===== src/rtl/pwm_chopper_pkg.sv =====
package pwm_chopper_pkg;

  typedef enum logic [1:0] {
    PH_IDLE  = 2'd0,
    PH_DRIVE = 2'd1,
    PH_FAST  = 2'd2,
    PH_SLOW  = 2'd3
  } phase_t;

  // fast-decay share of the off-time: FAST_NUM / 2**FAST_SHIFT
  localparam int unsigned FAST_NUM   = 5;
  localparam int unsigned FAST_SHIFT = 4;

  // gate vectors, ordered {A-high, A-low, B-high, B-low}
  localparam logic [3:0] GV_DIAG_AB = 4'b1001;
  localparam logic [3:0] GV_DIAG_BA = 4'b0110;
  localparam logic [3:0] GV_LOWS    = 4'b0101;

endpackage


===== src/rtl/pwm_chopper_window.sv =====
module pwm_chopper_window #(
  parameter int unsigned DEAD_CYC = 1,
  parameter int unsigned WIN      = 5,
  parameter int unsigned PC_W     = 3
) (
  input  logic            clk,
  input  logic            rst_n,
  input  logic            restart,
  output logic            dead_o,
  output logic            armed_o,
  output logic [PC_W-1:0] pc_o
);

  localparam logic [PC_W-1:0] WIN_V  = PC_W'(WIN);
  localparam logic [PC_W-1:0] DEAD_V = PC_W'(DEAD_CYC);

  logic [PC_W-1:0] pc_q, pc_d;

  always_comb begin
    if (restart)            pc_d = '0;
    else if (pc_q == WIN_V) pc_d = pc_q;
    else                    pc_d = pc_q + 1'b1;
  end

  always_ff @(posedge clk or negedge rst_n) begin
    if (!rst_n) pc_q <= '0;
    else        pc_q <= pc_d;
  end

  assign dead_o  = (pc_q < DEAD_V);
  assign armed_o = (pc_q == WIN_V);
  assign pc_o    = pc_q;

endmodule


===== src/rtl/pwm_chopper_offtime.sv =====
module pwm_chopper_offtime
  import pwm_chopper_pkg::*;
#(
  parameter int unsigned OFF_W    = 8,
  parameter int unsigned CLK_MHZ  = 4,
  parameter int unsigned ROSC_OHM = 0
) (
  input  logic             clk,
  input  logic             rst_n,
  input  logic             load,
  input  logic             adv,
  input  logic             mixed_req,
  input  logic [OFF_W-1:0] off_cycles,
  output logic             fast_pick_o,
  output logic             fast_last_o,
  output logic             off_last_o
);

  localparam int unsigned DEF_INT = (ROSC_OHM == 0) ? (30 * CLK_MHZ)
                                                    : (ROSC_OHM * CLK_MHZ / 825);
  localparam logic [OFF_W-1:0] DEF_OFF = OFF_W'(DEF_INT);
  localparam int unsigned PW = OFF_W + 3;

  logic [OFF_W-1:0] eff, fast_now;
  logic [PW-1:0]    prod;
  logic [OFF_W-1:0] len_q, len_d, fast_q, fast_d, oc_q, oc_d;

  always_comb begin
    eff = (off_cycles == '0) ? DEF_OFF : off_cycles;
    if (eff == '0) eff = OFF_W'(1);
    prod     = PW'(eff) * PW'(FAST_NUM);
    fast_now = OFF_W'(prod >> FAST_SHIFT);
  end

  assign fast_pick_o = mixed_req && (fast_now != '0);

  always_comb begin
    len_d  = len_q;
    fast_d = fast_q;
    oc_d   = oc_q;
    if (load) begin
      len_d  = eff;
      fast_d = fast_now;
      oc_d   = '0;
    end else if (adv) begin
      oc_d   = oc_q + 1'b1;
    end
  end

  always_ff @(posedge clk or negedge rst_n) begin
    if (!rst_n) begin
      len_q  <= '0;
      fast_q <= '0;
      oc_q   <= '0;
    end else begin
      len_q  <= len_d;
      fast_q <= fast_d;
      oc_q   <= oc_d;
    end
  end

  assign fast_last_o = (({1'b0, oc_q} + 1'b1) == {1'b0, fast_q});
  assign off_last_o  = (({1'b0, oc_q} + 1'b1) == {1'b0, len_q});

endmodule


===== src/rtl/pwm_chopper_fsm.sv =====
module pwm_chopper_fsm
  import pwm_chopper_pkg::*;
(
  input  logic   clk,
  input  logic   rst_n,
  input  logic   enable,
  input  logic   dir,
  input  logic   sense_trip,
  input  logic   zero_cross,
  input  logic   armed,
  input  logic   fast_pick,
  input  logic   fast_last,
  input  logic   off_last,
  output phase_t ph_o,
  output logic   restart_o,
  output logic   load_o,
  output logic   adv_o,
  output logic   pol_o,
  output logic   zflag_o
);

  phase_t ph_q, ph_d;
  logic   pol_q, pol_d, zf_q, zf_d;
  logic   in_off;

  assign in_off = (ph_q == PH_FAST) || (ph_q == PH_SLOW);

  always_comb begin
    ph_d = ph_q;
    if (!enable) begin
      ph_d = PH_IDLE;
    end else begin
      unique case (ph_q)
        PH_IDLE:  ph_d = PH_DRIVE;
        PH_DRIVE: if (armed && sense_trip) ph_d = fast_pick ? PH_FAST : PH_SLOW;
        PH_FAST:  if (fast_last) ph_d = PH_SLOW;
        PH_SLOW:  if (off_last)  ph_d = PH_DRIVE;
        default:  ph_d = PH_IDLE;
      endcase
    end
  end

  assign restart_o = (ph_d != ph_q);
  assign load_o    = (ph_q == PH_DRIVE) && ((ph_d == PH_FAST) || (ph_d == PH_SLOW));
  assign adv_o     = in_off;

  always_comb begin
    pol_d = pol_q;
    if ((ph_d == PH_DRIVE) && (ph_q != PH_DRIVE)) pol_d = dir;
  end

  always_comb begin
    zf_d = zf_q;
    if ((ph_d == PH_DRIVE) || (ph_d == PH_IDLE)) zf_d = 1'b0;
    else if (in_off && zero_cross)               zf_d = 1'b1;
  end

  always_ff @(posedge clk or negedge rst_n) begin
    if (!rst_n) begin
      ph_q  <= PH_IDLE;
      pol_q <= 1'b0;
      zf_q  <= 1'b0;
    end else begin
      ph_q  <= ph_d;
      pol_q <= pol_d;
      zf_q  <= zf_d;
    end
  end

  assign ph_o    = ph_q;
  assign pol_o   = pol_q;
  assign zflag_o = zf_q;

endmodule


===== src/rtl/pwm_chopper_gates.sv =====
module pwm_chopper_gates
  import pwm_chopper_pkg::*;
(
  input  logic       enable,
  input  phase_t     ph,
  input  logic       pol,
  input  logic       dead,
  input  logic       zero_cross,
  input  logic       zflag,
  output logic [3:0] gv_o
);

  logic released;

  always_comb begin
    released = ((ph == PH_FAST) || (ph == PH_SLOW)) && (zero_cross || zflag);
    unique case (ph)
      PH_DRIVE: gv_o = pol ? GV_DIAG_AB : GV_DIAG_BA;
      PH_FAST:  gv_o = pol ? GV_DIAG_BA : GV_DIAG_AB;
      PH_SLOW:  gv_o = GV_LOWS;
      default:  gv_o = 4'b0000;
    endcase
    if (!enable || dead || released) gv_o = 4'b0000;
  end

endmodule


===== src/rtl/pwm_chopper.sv =====
module pwm_chopper
  import pwm_chopper_pkg::*;
#(
  parameter int unsigned OFF_W    = 8,
  parameter int unsigned DEAD_CYC = 1,
  parameter int unsigned CLK_MHZ  = 4,
  parameter int unsigned ROSC_OHM = 0
) (
  input  logic             clk,
  input  logic             rst_n,
  input  logic             enable,
  input  logic             dir,
  input  logic             mixed_req,
  input  logic             sense_trip,
  input  logic             zero_cross,
  input  logic [OFF_W-1:0] off_cycles,
  output logic             gate_ah,
  output logic             gate_al,
  output logic             gate_bh,
  output logic             gate_bl
);

  localparam int unsigned BLANK_CYC = (CLK_MHZ == 0) ? 1 : CLK_MHZ;
  localparam int unsigned WIN       = DEAD_CYC + BLANK_CYC;
  localparam int unsigned PC_W      = $clog2(WIN + 1);

  phase_t          ph;
  logic            restart, load, adv, pol, zflag;
  logic            dead, armed, fast_pick, fast_last, off_last;
  logic [PC_W-1:0] pc;
  logic [3:0]      gv;

  pwm_chopper_window #(.DEAD_CYC(DEAD_CYC), .WIN(WIN), .PC_W(PC_W)) u_window (
    .clk(clk), .rst_n(rst_n), .restart(restart),
    .dead_o(dead), .armed_o(armed), .pc_o(pc)
  );

  pwm_chopper_offtime #(.OFF_W(OFF_W), .CLK_MHZ(CLK_MHZ), .ROSC_OHM(ROSC_OHM)) u_offtime (
    .clk(clk), .rst_n(rst_n), .load(load), .adv(adv),
    .mixed_req(mixed_req), .off_cycles(off_cycles),
    .fast_pick_o(fast_pick), .fast_last_o(fast_last), .off_last_o(off_last)
  );

  pwm_chopper_fsm u_fsm (
    .clk(clk), .rst_n(rst_n), .enable(enable), .dir(dir),
    .sense_trip(sense_trip), .zero_cross(zero_cross), .armed(armed),
    .fast_pick(fast_pick), .fast_last(fast_last), .off_last(off_last),
    .ph_o(ph), .restart_o(restart), .load_o(load), .adv_o(adv),
    .pol_o(pol), .zflag_o(zflag)
  );

  pwm_chopper_gates u_gates (
    .enable(enable), .ph(ph), .pol(pol), .dead(dead),
    .zero_cross(zero_cross), .zflag(zflag), .gv_o(gv)
  );

  assign {gate_ah, gate_al, gate_bh, gate_bl} = gv;

endmodule


===== config.mk =====
export PLATFORM = sky130hd
export DESIGN_NAME = pwm_chopper
export DESIGN_NICKNAME = d
export VERILOG_FILES = /design/src/rtl/pwm_chopper_pkg.sv /design/src/rtl/pwm_chopper_window.sv /design/src/rtl/pwm_chopper_offtime.sv /design/src/rtl/pwm_chopper_fsm.sv /design/src/rtl/pwm_chopper_gates.sv /design/src/rtl/pwm_chopper.sv
export SDC_FILE = /design/constraint.sdc
export NUM_CORES = 1
export LEC_CHECK = 0
export BUFFER_PORTS_ARGS = -buffer_cell sky130_fd_sc_hd__buf_2
export CAP_MARGIN = 20
export CORE_MARGIN = 2
export CORE_UTILIZATION = 61
export CTS_BUF_LIST = sky130_fd_sc_hd__clkbuf_4 sky130_fd_sc_hd__clkbuf_8
export CTS_CLUSTER_DIAMETER = 100
export DETAILED_ROUTE_END_ITERATION = 16
export GPL_TIMING_DRIVEN = 0
export PLACE_DENSITY_LB_ADDON = 0.1
export SYNTH_ARGS = -nofsm -noshare
export SYNTH_HDL_FRONTEND = slang
export SYNTH_HIERARCHICAL = 1
export SYNTH_SLANG_ARGS = --single-unit

===== constraint.sdc =====
create_clock -name clk -period 5.4 [get_ports clk]
set_input_delay 1.08 -clock clk [delete_from_list [all_inputs] [get_ports clk]]
set_output_delay 1.08 -clock clk [all_outputs]
set_load 0.05 [all_outputs]

==> flow_summary.json <==
{
  "status": "complete, no violations",
  "arrival_ps": 3890,
  "relSlewSlack_pct": 57.3,
  "layout_setup_ws_ps": 1690,
  "finalPower_mw": 1.04,
  "tightest_slew_ps": 641,
  "antenna_found_initial": 0,
  "root_buffer": "clkbuf_8",
  "drc": 0,
  "clk_latency_ps": 280,
  "vdd_drop_max_mv": 0.194,
  "final_common_cell": "dfrtp_1",
  "drt_iter0_drc": 121,
  "synth_edf_count": 0,
  "cts_sinks": 30,
  "die_h_microns": 66.1,
  "grt_setup_unrepaired": "false",
  "final_cell_mix": "dfrtp_1 (30), buf_2 (21), nor2_1 (19)",
  "clk_pin_slew_ps": 70,
  "track_usage_pct": 23.7,
  "hold_buffers": 0,
  "gp_routability_congestion": 0.896,
  "dieArea_sq_um": 4380,
  "cp_data_required_time_ps": 5570,
  "cts_tree": "built",
  "clock_skew_ps": 5.56,
  "r2r_setup_slack_ps": 1860,
  "viasPerCell": 5.69,
  "ys_warn_count": 6,
  "critPathLaunchType": "input pin",
  "vias": 1866,
  "cts_buffer_depth": 2,
  "p_per_area_nw_per_um2": 398,
  "pre_cts_slack_ps": 1320,
  "grt_pass1_wl_mm": 7.92,
  "criticalPathCategory": "in2reg",
  "min_path_type": "reg2reg",
  "boundaryPins": 19,
  "htree_levels": 2,
  "cap_viol_max_count": 0,
  "syn_area_per_cell_sq_um": 9.28,
  "final.fill_count": 305,
  "grt_max_degree": 31,
  "drive_gt1_share_pct": 21.8,
  "grt_pass1_vias": 1777,
  "start_util_pct": 63.9,
  "syn_to_final_growth_pct": 10.4,
  "num_rows": 22,
  "setup_tns_ps": 0,
  "antenna_left": 0,
  "wl_per_cell_microns": 14.1,
  "synthesis.area_sq_um": 2360,
  "cp-end-kind": "flip-flop",
  "min_period_ps": 3710,
  "core-area_sq_um": 3690,
  "dr.pass1.iters": 4,
  "io_buffers": 18,
  "final_util_pct": 70.5,
  "wl_mm": 4.62,
  "grt_overflow_total": 0,
  "finalMaxSlewViolations": 0,
  "yosysSeqAreaShare_pct": 31.9,
  "numCtsBuffers": 5,
  "design_area_sq_um": 2600,
  "final.period_utilization_pct": 68.7,
  "hold_slack_ps": 497,
  "async_flop_share_pct": 100,
  "finalHoldViolations": 0,
  "synth.distinct_cells": 62,
  "synth_nets": 283,
  "max_freq_mhz": 269,
  "cts_setup_buffers": 0,
  "antenna_cells": 0,
  "yosys_register_bits": 30,
  "netlist_instances": 254,
  "synth_ff_type": "dfrtp_1",
  "cts_resized": 0,
  "die_w_microns": 66.1,
  "critPathMaxFanout": 5,
  "final_nets": 308,
  "finalNonFillerCells": 328,
  "report.final.setup_viol": 0,
  "place_inst": 320,
  "leakagePower_nw": 1.16,
  "dp_hpwl_mm": 3.46,
  "dpl_cell_area_sq_um": 2510
}
## critical path: stages
cell	delay, ps
buf_2	130
nor4_1	270
nand2_1	140
nand2b_1	170
ha_1	250
ha_1	350
o211ai_1	190
a21oi_1	90
or3_1	340
a2111oi_0	440
a21boi_1	140
a221oi_1	290
## metal layers
metal	part of all wire, %	GRT usage, %	vias up
li1	-	-	960
met1	51	31.5	874
met2	45	39.1	26
met3	2.4	4.60	6
met4	1.4	6.89	0
met5	0	0	-
## final timing paths
path	startpoint	endpoint	depth (start not counted)
setup / recovery	off_cycles[0]	u_fsm/ph_o[0]	12
hold / removal	u_fsm/zflag_o	u_fsm/zflag_o	2
setup reg to reg	u_offtime/oc_q[1]	u_offtime/len_q[6]	13
hold reg to reg	u_fsm/zflag_o	u_fsm/zflag_o	2
max in group asynchronous	rst_n	u_offtime/fast_q[4]	1
min in group asynchronous	rst_n	u_offtime/oc_q[6]	1
## report_power, final
| group | internal (mW) | switching, mW |
|---|---|---|
| logic | 0.252 | 0.290 |
| registers | 0.264 | 0.0389 |
| clock network | 0.108 | 0.0838 |
| total | 0.624 | 0.413 |
## sequential cells by signal (all words and copies together), names as in the netlist
| signal | count |
|---|---|
| u_fsm/pol_o | 1 |
| u_offtime/fast_q | 7 |
| u_offtime/len_q | 8 |
| u_window/pc_o | 3 |
| u_offtime/oc_q | 8 |
| u_fsm/ph_o | 2 |
| u_fsm/zflag_o | 1 |
## cell usage after synthesis, types with 4 or more instances
cell type | n | share of area, %
xor2_1 | 11 | 4.1
clkbuf_1 | 8 | 1.3
xnor2_1 | 13 | 4.8
nand3b_1 | 4 | 1.3
nor2_1 | 19 | 3.0
nand2b_1 | 9 | 2.4
a31oi_1 | 4 | 1.1
nand2_1 | 10 | 1.6
nand3_1 | 9 | 1.9
nor3_1 | 6 | 1.3
mux2_2 | 12 | 5.7
a21oi_1 | 8 | 1.7
nand4_1 | 7 | 1.9
o21ai_0 | 14 | 3.0
ha_1 | 13 | 6.9
dfrtp_1 | 30 | 32
inv_1 | 11 | 1.8
mux2i_1 | 4 | 1.7
## logic make-up (layout without fill, tap and decap cells)
family                   Yosys count  count (layout)  share of synthesized area, %
adder cells (fa/ha/maj)           14              14                          7.75
buffers and inverters             28              54                          5.42
flip-flops                        30              30                          31.9
AO/OA/AOI/OAI                     54              54                          16.0
XOR/XNOR                          25              25                          9.61
multiplexers                      17              17                          7.91
AND/OR/NAND/NOR                   86              86                          21.4
## final cells by class
| cell class | count | area (sq um) | share of cell area (%) |
|---|---|---|---|
| multi-input combinational | 196 | 1480 | 56.8 |
| sequential | 30 | 751 | 28.9 |
| clock buffer | 7 | 90.1 | 3.46 |
| timing repair buffer | 18 | 90.1 | 3.46 |
| buffer | 16 | 82.6 | 3.17 |
| tap | 48 | 60.1 | 2.31 |
| inverter | 12 | 45.0 | 1.73 |
| clock inverter | 1 | 5.00 | 0.192 |
Power figures use the tool's default switching activity.
